<file path="src/rtl/cfg_port_pkg.sv">
package cfg_port_pkg;

    typedef enum logic [1:0] {
        ST_IDLE,
        ST_ADDR,
        ST_DATA,
        ST_HOLD
    } port_state_e;

    localparam int CTRL_RESET_BIT    = 0;
    localparam int CTRL_READBACK_BIT = 1;

    function automatic logic [31:0] reg_default(input int unsigned idx);
        return 32'(idx) * 32'h11;
    endfunction

endpackage

</file>
<file path="src/rtl/cfg_pin_sampler.sv">
module cfg_pin_sampler #(
    parameter int SYNC_STAGES = 2
) (
    input  logic clk,
    input  logic rst_n,
    input  logic sclk,
    input  logic sen_n,
    input  logic sdata,
    output logic sclk_rise,
    output logic sen_n_s,
    output logic sdata_s
);
    localparam int TOP = SYNC_STAGES - 1;

    logic [TOP:0] sclk_pipe;
    logic [TOP:0] sen_pipe;
    logic [TOP:0] sdata_pipe;
    logic         sclk_last;

    always_ff @(posedge clk or negedge rst_n) begin
        if (!rst_n) begin
            sclk_pipe  <= '0;
            sen_pipe   <= '1;
            sdata_pipe <= '0;
            sclk_last  <= 1'b0;
        end else begin
            sclk_pipe  <= {sclk_pipe[TOP-1:0], sclk};
            sen_pipe   <= {sen_pipe[TOP-1:0], sen_n};
            sdata_pipe <= {sdata_pipe[TOP-1:0], sdata};
            sclk_last  <= sclk_pipe[TOP];
        end
    end

    assign sclk_rise = sclk_pipe[TOP] & ~sclk_last;
    assign sen_n_s   = sen_pipe[TOP];
    assign sdata_s   = sdata_pipe[TOP];

endmodule

</file>
<file path="src/rtl/cfg_frame_fsm.sv">
module cfg_frame_fsm
    import cfg_port_pkg::*;
#(
    parameter int ADDR_W = 8,
    parameter int DATA_W = 8
) (
    input  logic              clk,
    input  logic              rst_n,
    input  logic              sclk_rise,
    input  logic              sen_n_s,
    input  logic              sdata_s,
    input  logic              readback,
    input  logic [DATA_W-1:0] rd_data,
    output logic [ADDR_W-1:0] rd_addr,
    output logic              wr_en,
    output logic [ADDR_W-1:0] wr_addr,
    output logic [DATA_W-1:0] wr_data,
    output logic              sdout
);
    localparam int LONGEST = (ADDR_W > DATA_W) ? ADDR_W : DATA_W;
    localparam int CNT_W   = $clog2(LONGEST);
    localparam logic [CNT_W-1:0] ADDR_LAST = CNT_W'(ADDR_W - 1);
    localparam logic [CNT_W-1:0] DATA_LAST = CNT_W'(DATA_W - 1);

    port_state_e       state_q, state_d;
    logic [CNT_W-1:0]  bit_cnt;
    logic [ADDR_W-1:0] addr_sh;
    logic [DATA_W-2:0] data_sh;
    logic [DATA_W-1:0] out_sh;
    logic [ADDR_W-1:0] addr_full;
    logic              step;

    assign addr_full = {addr_sh[ADDR_W-2:0], sdata_s};
    assign rd_addr   = addr_full;
    assign step      = sclk_rise & ~sen_n_s;

    // State register
    always_ff @(posedge clk or negedge rst_n) begin
        if (!rst_n) state_q <= ST_IDLE;
        else        state_q <= state_d;
    end

    // Transitions
    always_comb begin
        state_d = state_q;
        unique case (state_q)
            ST_IDLE: if (!sen_n_s) state_d = ST_ADDR;
            ST_ADDR: begin
                if (sen_n_s)                         state_d = ST_IDLE;
                else if (step && bit_cnt == ADDR_LAST) state_d = ST_DATA;
            end
            ST_DATA: begin
                if (sen_n_s)                         state_d = ST_IDLE;
                else if (step && bit_cnt == DATA_LAST) state_d = ST_HOLD;
            end
            ST_HOLD: if (sen_n_s) state_d = ST_IDLE;
            default: state_d = ST_IDLE;
        endcase
    end

    // Datapath and outputs
    always_ff @(posedge clk or negedge rst_n) begin
        if (!rst_n) begin
            bit_cnt <= '0;
            addr_sh <= '0;
            data_sh <= '0;
            out_sh  <= '0;
            sdout   <= 1'b0;
            wr_en   <= 1'b0;
            wr_addr <= '0;
            wr_data <= '0;
        end else begin
            wr_en <= 1'b0;
            unique case (state_q)
                ST_IDLE: bit_cnt <= '0;
                ST_ADDR: if (step) begin
                    addr_sh <= addr_full;
                    sdout   <= 1'b0;
                    if (bit_cnt == ADDR_LAST) begin
                        bit_cnt <= '0;
                        out_sh  <= readback ? rd_data : '0;
                    end else begin
                        bit_cnt <= bit_cnt + CNT_W'(1);
                    end
                end
                ST_DATA: if (step) begin
                    data_sh <= {data_sh[DATA_W-3:0], sdata_s};
                    sdout   <= out_sh[DATA_W-1];
                    out_sh  <= {out_sh[DATA_W-2:0], 1'b0};
                    if (bit_cnt == DATA_LAST) begin
                        bit_cnt <= '0;
                        wr_en   <= !readback || (addr_sh == '0);
                        wr_addr <= addr_sh;
                        wr_data <= {data_sh, sdata_s};
                    end else begin
                        bit_cnt <= bit_cnt + CNT_W'(1);
                    end
                end
                ST_HOLD: ;
                default: ;
            endcase
        end
    end

    AST_LAUNCH_ON_RISE: assert property (@(posedge clk) disable iff (!rst_n)
        !$stable(sdout) |-> $past(sclk_rise));
    AST_NO_WRITE_AFTER_ABORT: assert property (@(posedge clk) disable iff (!rst_n)
        wr_en |-> $past(!sen_n_s && state_q == ST_DATA));

endmodule

</file>
<file path="src/rtl/cfg_reg_bank.sv">
module cfg_reg_bank
    import cfg_port_pkg::*;
#(
    parameter int ADDR_W   = 8,
    parameter int DATA_W   = 8,
    parameter int NUM_REGS = 8
) (
    input  logic              clk,
    input  logic              rst_n,
    input  logic              wr_en,
    input  logic [ADDR_W-1:0] wr_addr,
    input  logic [DATA_W-1:0] wr_data,
    input  logic [ADDR_W-1:0] rd_addr,
    output logic [DATA_W-1:0] rd_data,
    output logic              readback
);
    logic              ctrl_wr;
    logic              soft_rst;
    logic [DATA_W-1:0] cfg_q [1:NUM_REGS-1];

    assign ctrl_wr  = wr_en && (wr_addr == '0);
    assign soft_rst = ctrl_wr && wr_data[CTRL_RESET_BIT];

    always_ff @(posedge clk or negedge rst_n) begin
        if (!rst_n)        readback <= 1'b0;
        else if (soft_rst) readback <= 1'b0;
        else if (ctrl_wr)  readback <= wr_data[CTRL_READBACK_BIT];
    end

    for (genvar k = 1; k < NUM_REGS; k++) begin : g_cfg
        localparam logic [DATA_W-1:0] DEF_VAL = DATA_W'(reg_default(k));
        always_ff @(posedge clk or negedge rst_n) begin
            if (!rst_n)
                cfg_q[k] <= DEF_VAL;
            else if (soft_rst)
                cfg_q[k] <= DEF_VAL;
            else if (wr_en && wr_addr == ADDR_W'(k))
                cfg_q[k] <= wr_data;
        end
    end

    always_comb begin
        rd_data = '0;
        for (int k = 1; k < NUM_REGS; k++) begin
            if (rd_addr == ADDR_W'(k)) rd_data = cfg_q[k];
        end
    end

    AST_READBACK_WRITE_GATE: assert property (@(posedge clk) disable iff (!rst_n)
        (wr_en && readback) |-> (wr_addr == '0));
    AST_READBACK_ONLY_VIA_CTRL: assert property (@(posedge clk) disable iff (!rst_n)
        !$stable(readback) |-> $past(wr_en && wr_addr == '0));
    AST_RESET_CLEARS_READBACK: assert property (@(posedge clk) disable iff (!rst_n)
        soft_rst |=> !readback);

endmodule

</file>
<file path="src/rtl/serial_cfg_port.sv">
module serial_cfg_port #(
    parameter int ADDR_W      = 8,
    parameter int DATA_W      = 8,
    parameter int NUM_REGS    = 8,
    parameter int SYNC_STAGES = 2
) (
    input  logic clk,
    input  logic rst_n,
    input  logic sen_n,
    input  logic sclk,
    input  logic sdata,
    output logic sdout,
    output logic sdout_oe
);
    logic              sclk_rise;
    logic              sen_n_s;
    logic              sdata_s;
    logic              readback;
    logic [ADDR_W-1:0] rd_addr;
    logic [DATA_W-1:0] rd_data;
    logic              wr_en;
    logic [ADDR_W-1:0] wr_addr;
    logic [DATA_W-1:0] wr_data;

    cfg_pin_sampler #(.SYNC_STAGES(SYNC_STAGES)) u_sampler (
        .clk       (clk),
        .rst_n     (rst_n),
        .sclk      (sclk),
        .sen_n     (sen_n),
        .sdata     (sdata),
        .sclk_rise (sclk_rise),
        .sen_n_s   (sen_n_s),
        .sdata_s   (sdata_s)
    );

    cfg_frame_fsm #(.ADDR_W(ADDR_W), .DATA_W(DATA_W)) u_fsm (
        .clk       (clk),
        .rst_n     (rst_n),
        .sclk_rise (sclk_rise),
        .sen_n_s   (sen_n_s),
        .sdata_s   (sdata_s),
        .readback  (readback),
        .rd_data   (rd_data),
        .rd_addr   (rd_addr),
        .wr_en     (wr_en),
        .wr_addr   (wr_addr),
        .wr_data   (wr_data),
        .sdout     (sdout)
    );

    cfg_reg_bank #(.ADDR_W(ADDR_W), .DATA_W(DATA_W), .NUM_REGS(NUM_REGS)) u_regs (
        .clk      (clk),
        .rst_n    (rst_n),
        .wr_en    (wr_en),
        .wr_addr  (wr_addr),
        .wr_data  (wr_data),
        .rd_addr  (rd_addr),
        .rd_data  (rd_data),
        .readback (readback)
    );

    assign sdout_oe = readback;

    AST_OE_IGNORES_ENABLE: assert property (@(posedge clk) disable iff (!rst_n)
        (!$stable(sen_n_s) && !wr_en) |=> $stable(sdout_oe));

endmodule

</file>
<file path="config.mk">
export PLATFORM = sky130hd
export DESIGN_NAME = serial_cfg_port
export DESIGN_NICKNAME = d
export VERILOG_FILES = /design/src/rtl/cfg_port_pkg.sv /design/src/rtl/cfg_pin_sampler.sv /design/src/rtl/cfg_frame_fsm.sv /design/src/rtl/cfg_reg_bank.sv /design/src/rtl/serial_cfg_port.sv
export SDC_FILE = /design/constraint.sdc
export NUM_CORES = 1
export LEC_CHECK = 0
export BUFFER_PORTS_ARGS = -buffer_cell sky130_fd_sc_hd__buf_2
export CAP_MARGIN = 0
export CORE_MARGIN = 5
export CORE_UTILIZATION = 35
export DETAILED_ROUTE_END_ITERATION = 16
export PLACE_DENSITY_LB_ADDON = 0.08
export SLEW_MARGIN = 30
export SYNTH_ARGS = -nofsm -noshare
export SYNTH_HDL_FRONTEND = slang
export SYNTH_SLANG_ARGS = --single-unit
</file>
<file path="constraint.sdc">
create_clock -name clk -period 4 [get_ports clk]
set_clock_uncertainty 0.2 [all_clocks]
set_input_delay 1.2 -clock clk [delete_from_list [all_inputs] [get_ports clk]]
set_output_delay 1.2 -clock clk [all_outputs]
set_load 0.005 [all_outputs]
</file>
==> flow_summary_export.csv <==
group,metric,value,unit
placed_design,dp_slack,1.38,ns
logic_synthesis,synth_warnings,0,
final_layout,antenna_cells,0,
routing,vias,3428,
critical_path,cp-end-kind,"flop",
cts,postCtsSetupBuffers,0,
min_path,whs_path_depth,0,
critical_path,path_common_cell,"inv_1",
cts,path_clk_slew,0.07,ns
floorplanning,fp.dieH,131,um
flow_run,maxCapViolations,0,
placed_design,dpl.cell_count,610,
routing,drt_iter0_markers,193,
cts,clock-sinks,110,
min_path,hold_class,"reg2reg",
logic_synthesis,synth_cells,440,
timing,fin_tns_setup,0,ns
floorplanning,initial_core_util,0.355,
cts,htree_levels,3,
global_routing,antenna_found_initial,0,
final_layout,area_growth,10.6,%
cts,post_cts_resized,0,
critical_path,crit_buf_inv,2,
floorplanning,die_w,131,um
logic_synthesis,syn-cell-area,5120,um2
placed_design,numPortBuffers,6,
logic_synthesis,synth_nets,451,
power_and_ir_drop,irDropWorstVdd,0.217,mV
final_layout,regArea,2790,um2
critical_path,path_depth,6,
critical_path,slowest_delay,0.48,ns
timing,fin_ws,1.37,ns
floorplanning,io_pins,7,
floorplanning,core,14400,um2
logic_synthesis,async_reset_ff_frac,1.00,
logic_synthesis,synth_top_area_share,0.410,
routing,drc,0,
critical_path,crit_chain,"inv_1, ha_1, inv_1, nor2_2, nand2_2, mux2_2",
final_layout,multiInputGateArea,2200,um2
routing,ant_nets,0,
cts,cts_tree,"built",
global_routing,grt_overflow_total,0,
power_and_ir_drop,total_power,2.58,mW
timing,fin_crit,2.63,ns
placed_design,routabilityCongestion,0.801,
floorplanning,die_area,17200,um2
routing,vias_per_cell,5.48,
cts,clk_path_buf_depth,2,
critical_path,cp_slowest_cell,"nor2_2",
critical_path,critPathTopFamily,"simple AND/OR/NAND/NOR gates",
timing,hold_slack,0.157,ns
critical_path,cp_max_fo,17,
power_and_ir_drop,p_leak,2.66,nW
placed_design,hpwl,8510,um
final_layout,layout.nets,448,
logic_synthesis,seq_area_frac_synth,0.544,
timing,worst_pin_slew,0.898,ns
global_routing,grt.total_usage,0.160,
routing,routed_wl,12600,um
final_layout,drive_gt1_frac,0.217,
critical_path,r2r_cells,6,
logic_synthesis,synth_seq_cells,110,
global_routing,grt_pass1_wl,20300,um
cts,cts_made_buffers,9,
logic_synthesis,synth.distinct_cells,51,
global_routing,first_global_vias,3479,
critical_path,required,4.04,ns
timing,setup_viol,0,
timing,min_period_over_period,0.657,
cts,cts_hold_buffers,0,
global_routing,grt_max_degree,50,
logic_synthesis,synth_edf_count,0,
timing,rsz0062_at_grt,"no",
timing,timing.fmax,381,MHz
floorplanning,rows,44,
logic_synthesis,syn_avg_cell_area,11.6,um2
logic_synthesis,ys.flop_type,"dfrtp_1",
routing,first_pass_iters,4,
power_and_ir_drop,p_per_area,456,nW/um2
logic_synthesis,yosys.area.top_type,"dfrtp_1",
critical_path,worst-setup-path-type,"reg2reg",
timing,finalHoldViolCount,0,
final_layout,stdcell_count,626,
critical_path,crit_path_start_kind,"flop",
final_layout,fillers,1414,
timing,relSlewSlack,0.399,
logic_synthesis,yosys-top-cells-area,"dfrtp_1 41%, dfstp_2 13%, mux2i_1 8.6%, mux2_2 7.0%, a22o_1 3.4%",
outcome,outcome,"complete, no violations",
timing,slew_violations,0,
routing,wl_per_cell,20.2,um
cts,root_buffer,"clkbuf_16",
cts,clkLatencyLatePin,0.36,ns
critical_path,arrival,2.67,ns
[final cells by class]
| class | instances | share of cell area |
|---|---|---|
| multi-input cells | 295 | 0.389 |
| repair buffers | 12 | 0.0159 |
| flip-flops and latches | 110 | 0.492 |
| clock buffers | 10 | 0.0404 |
| well taps | 184 | 0.0406 |
| clock inverters | 6 | 0.0166 |
| inverters | 9 | 0.00596 |
[worst reg2reg max path: cells and delay by family (launching register included)]
kind,cells,cell delay [ns]
adders and majority gates,1,0.38
buffers and inverters,2,0.23
DFF,1,0.42
muxes,1,0.39
and+or+nand+nor,2,0.90
[layout by cell type, fill, tap and decap left out, types with 2 or more instances in the layout]
master     Yosys  layout
a21o_1         2       2
inv_6          0       3
clkbuf_16      0       9
nand4_1        5       5
and2_1         8       8
mux2i_1       44      44
o32a_1         2       2
mux2_2        32      32
and3_1         3       3
o31ai_1        9       9
nor2_1        33      33
a221oi_1       2       2
dfstp_2       26      26
nor3_1         6       6
a21oi_1       19      19
or2_2          2       2
a22oi_1        7       7
dfrtp_1       84      83
a22o_1        20      20
ha_1           6       6
bufinv_16      0       2
nor4_4         2       2
nand2b_1       4       4
o21ai_0        7       7
buf_2          4       5
nand2_1       29      29
o22ai_1       14      14
buf_4          0       6
nand3_1        4       4
o211ai_1       3       3
inv_1          8       8
nor2b_1        3       3
o22a_1        10      10
[final timing paths]
check | from | end | slack (ns)
worst max-delay path | u_fsm.state_q[0]$_DFFE_PN0P_ | u_fsm.wr_addr[7]$_DFFE_PN0P_ | 1.37
worst min register to register | u_sampler.sen_pipe[0]$_DFF_PN1_ | u_sampler.sen_pipe[1]$_DFF_PN1_ | 0.16
worst max register to register | u_fsm.state_q[0]$_DFFE_PN0P_ | u_fsm.wr_addr[7]$_DFFE_PN0P_ | 1.37
max in group asynchronous | rst_n | u_sampler.sen_pipe[0]$_DFF_PN1_ | 2.20
worst min-delay path | u_sampler.sen_pipe[0]$_DFF_PN1_ | u_sampler.sen_pipe[1]$_DFF_PN1_ | 0.16
min in group asynchronous | rst_n | u_fsm.addr_sh[4]$_DFFE_PN0P_ | 0.65
[synth_stat cells, types with 4 or more instances]
cell type,instances
dfrtp_1,84
mux2i_1,44
nor2_1,33
mux2_2,32
nand2_1,29
dfstp_2,26
a22o_1,20
a21oi_1,19
clkbuf_1,14
o22ai_1,14
o22a_1,10
o31ai_1,9
and2_1,8
buf_1,8
inv_1,8
a22oi_1,7
o21ai_0,7
ha_1,6
nor3_1,6
nand4_1,5
buf_2,4
nand2b_1,4
nand3_1,4
[flip-flops by register name (all words and copies together), names as in the netlist, 2 cells and up]
signal / count
u_sampler.sclk_pipe: 2
u_fsm.wr_addr: 8
u_fsm.wr_data: 8
u_fsm.data_sh: 7
u_sampler.sen_pipe: 2
u_fsm.out_sh: 8
u_regs.cfg_q: 56
u_fsm.addr_sh: 8
u_fsm.state_q: 2
u_fsm.bit_cnt: 3
u_sampler.sdata_pipe: 2
[report_power, final]
group / internal (mW) / switching (mW) / total [mW]
combinational: 0.137 / 0.194 / 0.331
clock: 0.556 / 0.427 / 0.984
sequential: 1.16 / 0.105 / 1.27
total: 1.85 / 0.727 / 2.58
[metrics by stage]
stage	area, um2	utilization
2_1_floorplan	5120	-
3_3_place_gp	5340	0.370
3_5_place_dp	5340	0.370
4_1_cts	5660	0.393
5_1_grt	5660	0.393
6_report	5660	0.393
[cell families after synthesis]
family	count (synthesis)	synth area share
flops	110	0.544
buf+inv	35	0.0266
compound gates	104	0.147
simple gates	109	0.111
mux	76	0.156
fa+ha+maj	6	0.0147
[metal layers]
| layer | share of wire | up-vias | track usage |
|---|---|---|---|
| met5 | 0 | - | 0 |
| met4 | 0.014 | 0 | 0.0460 |
| met3 | 0.045 | 17 | 0.0382 |
| met2 | 0.47 | 60 | 0.252 |
| met1 | 0.47 | 1735 | 0.220 |
| li1 | - | 1616 | - |
Note: power is estimated with default switching activity, not from simulation.
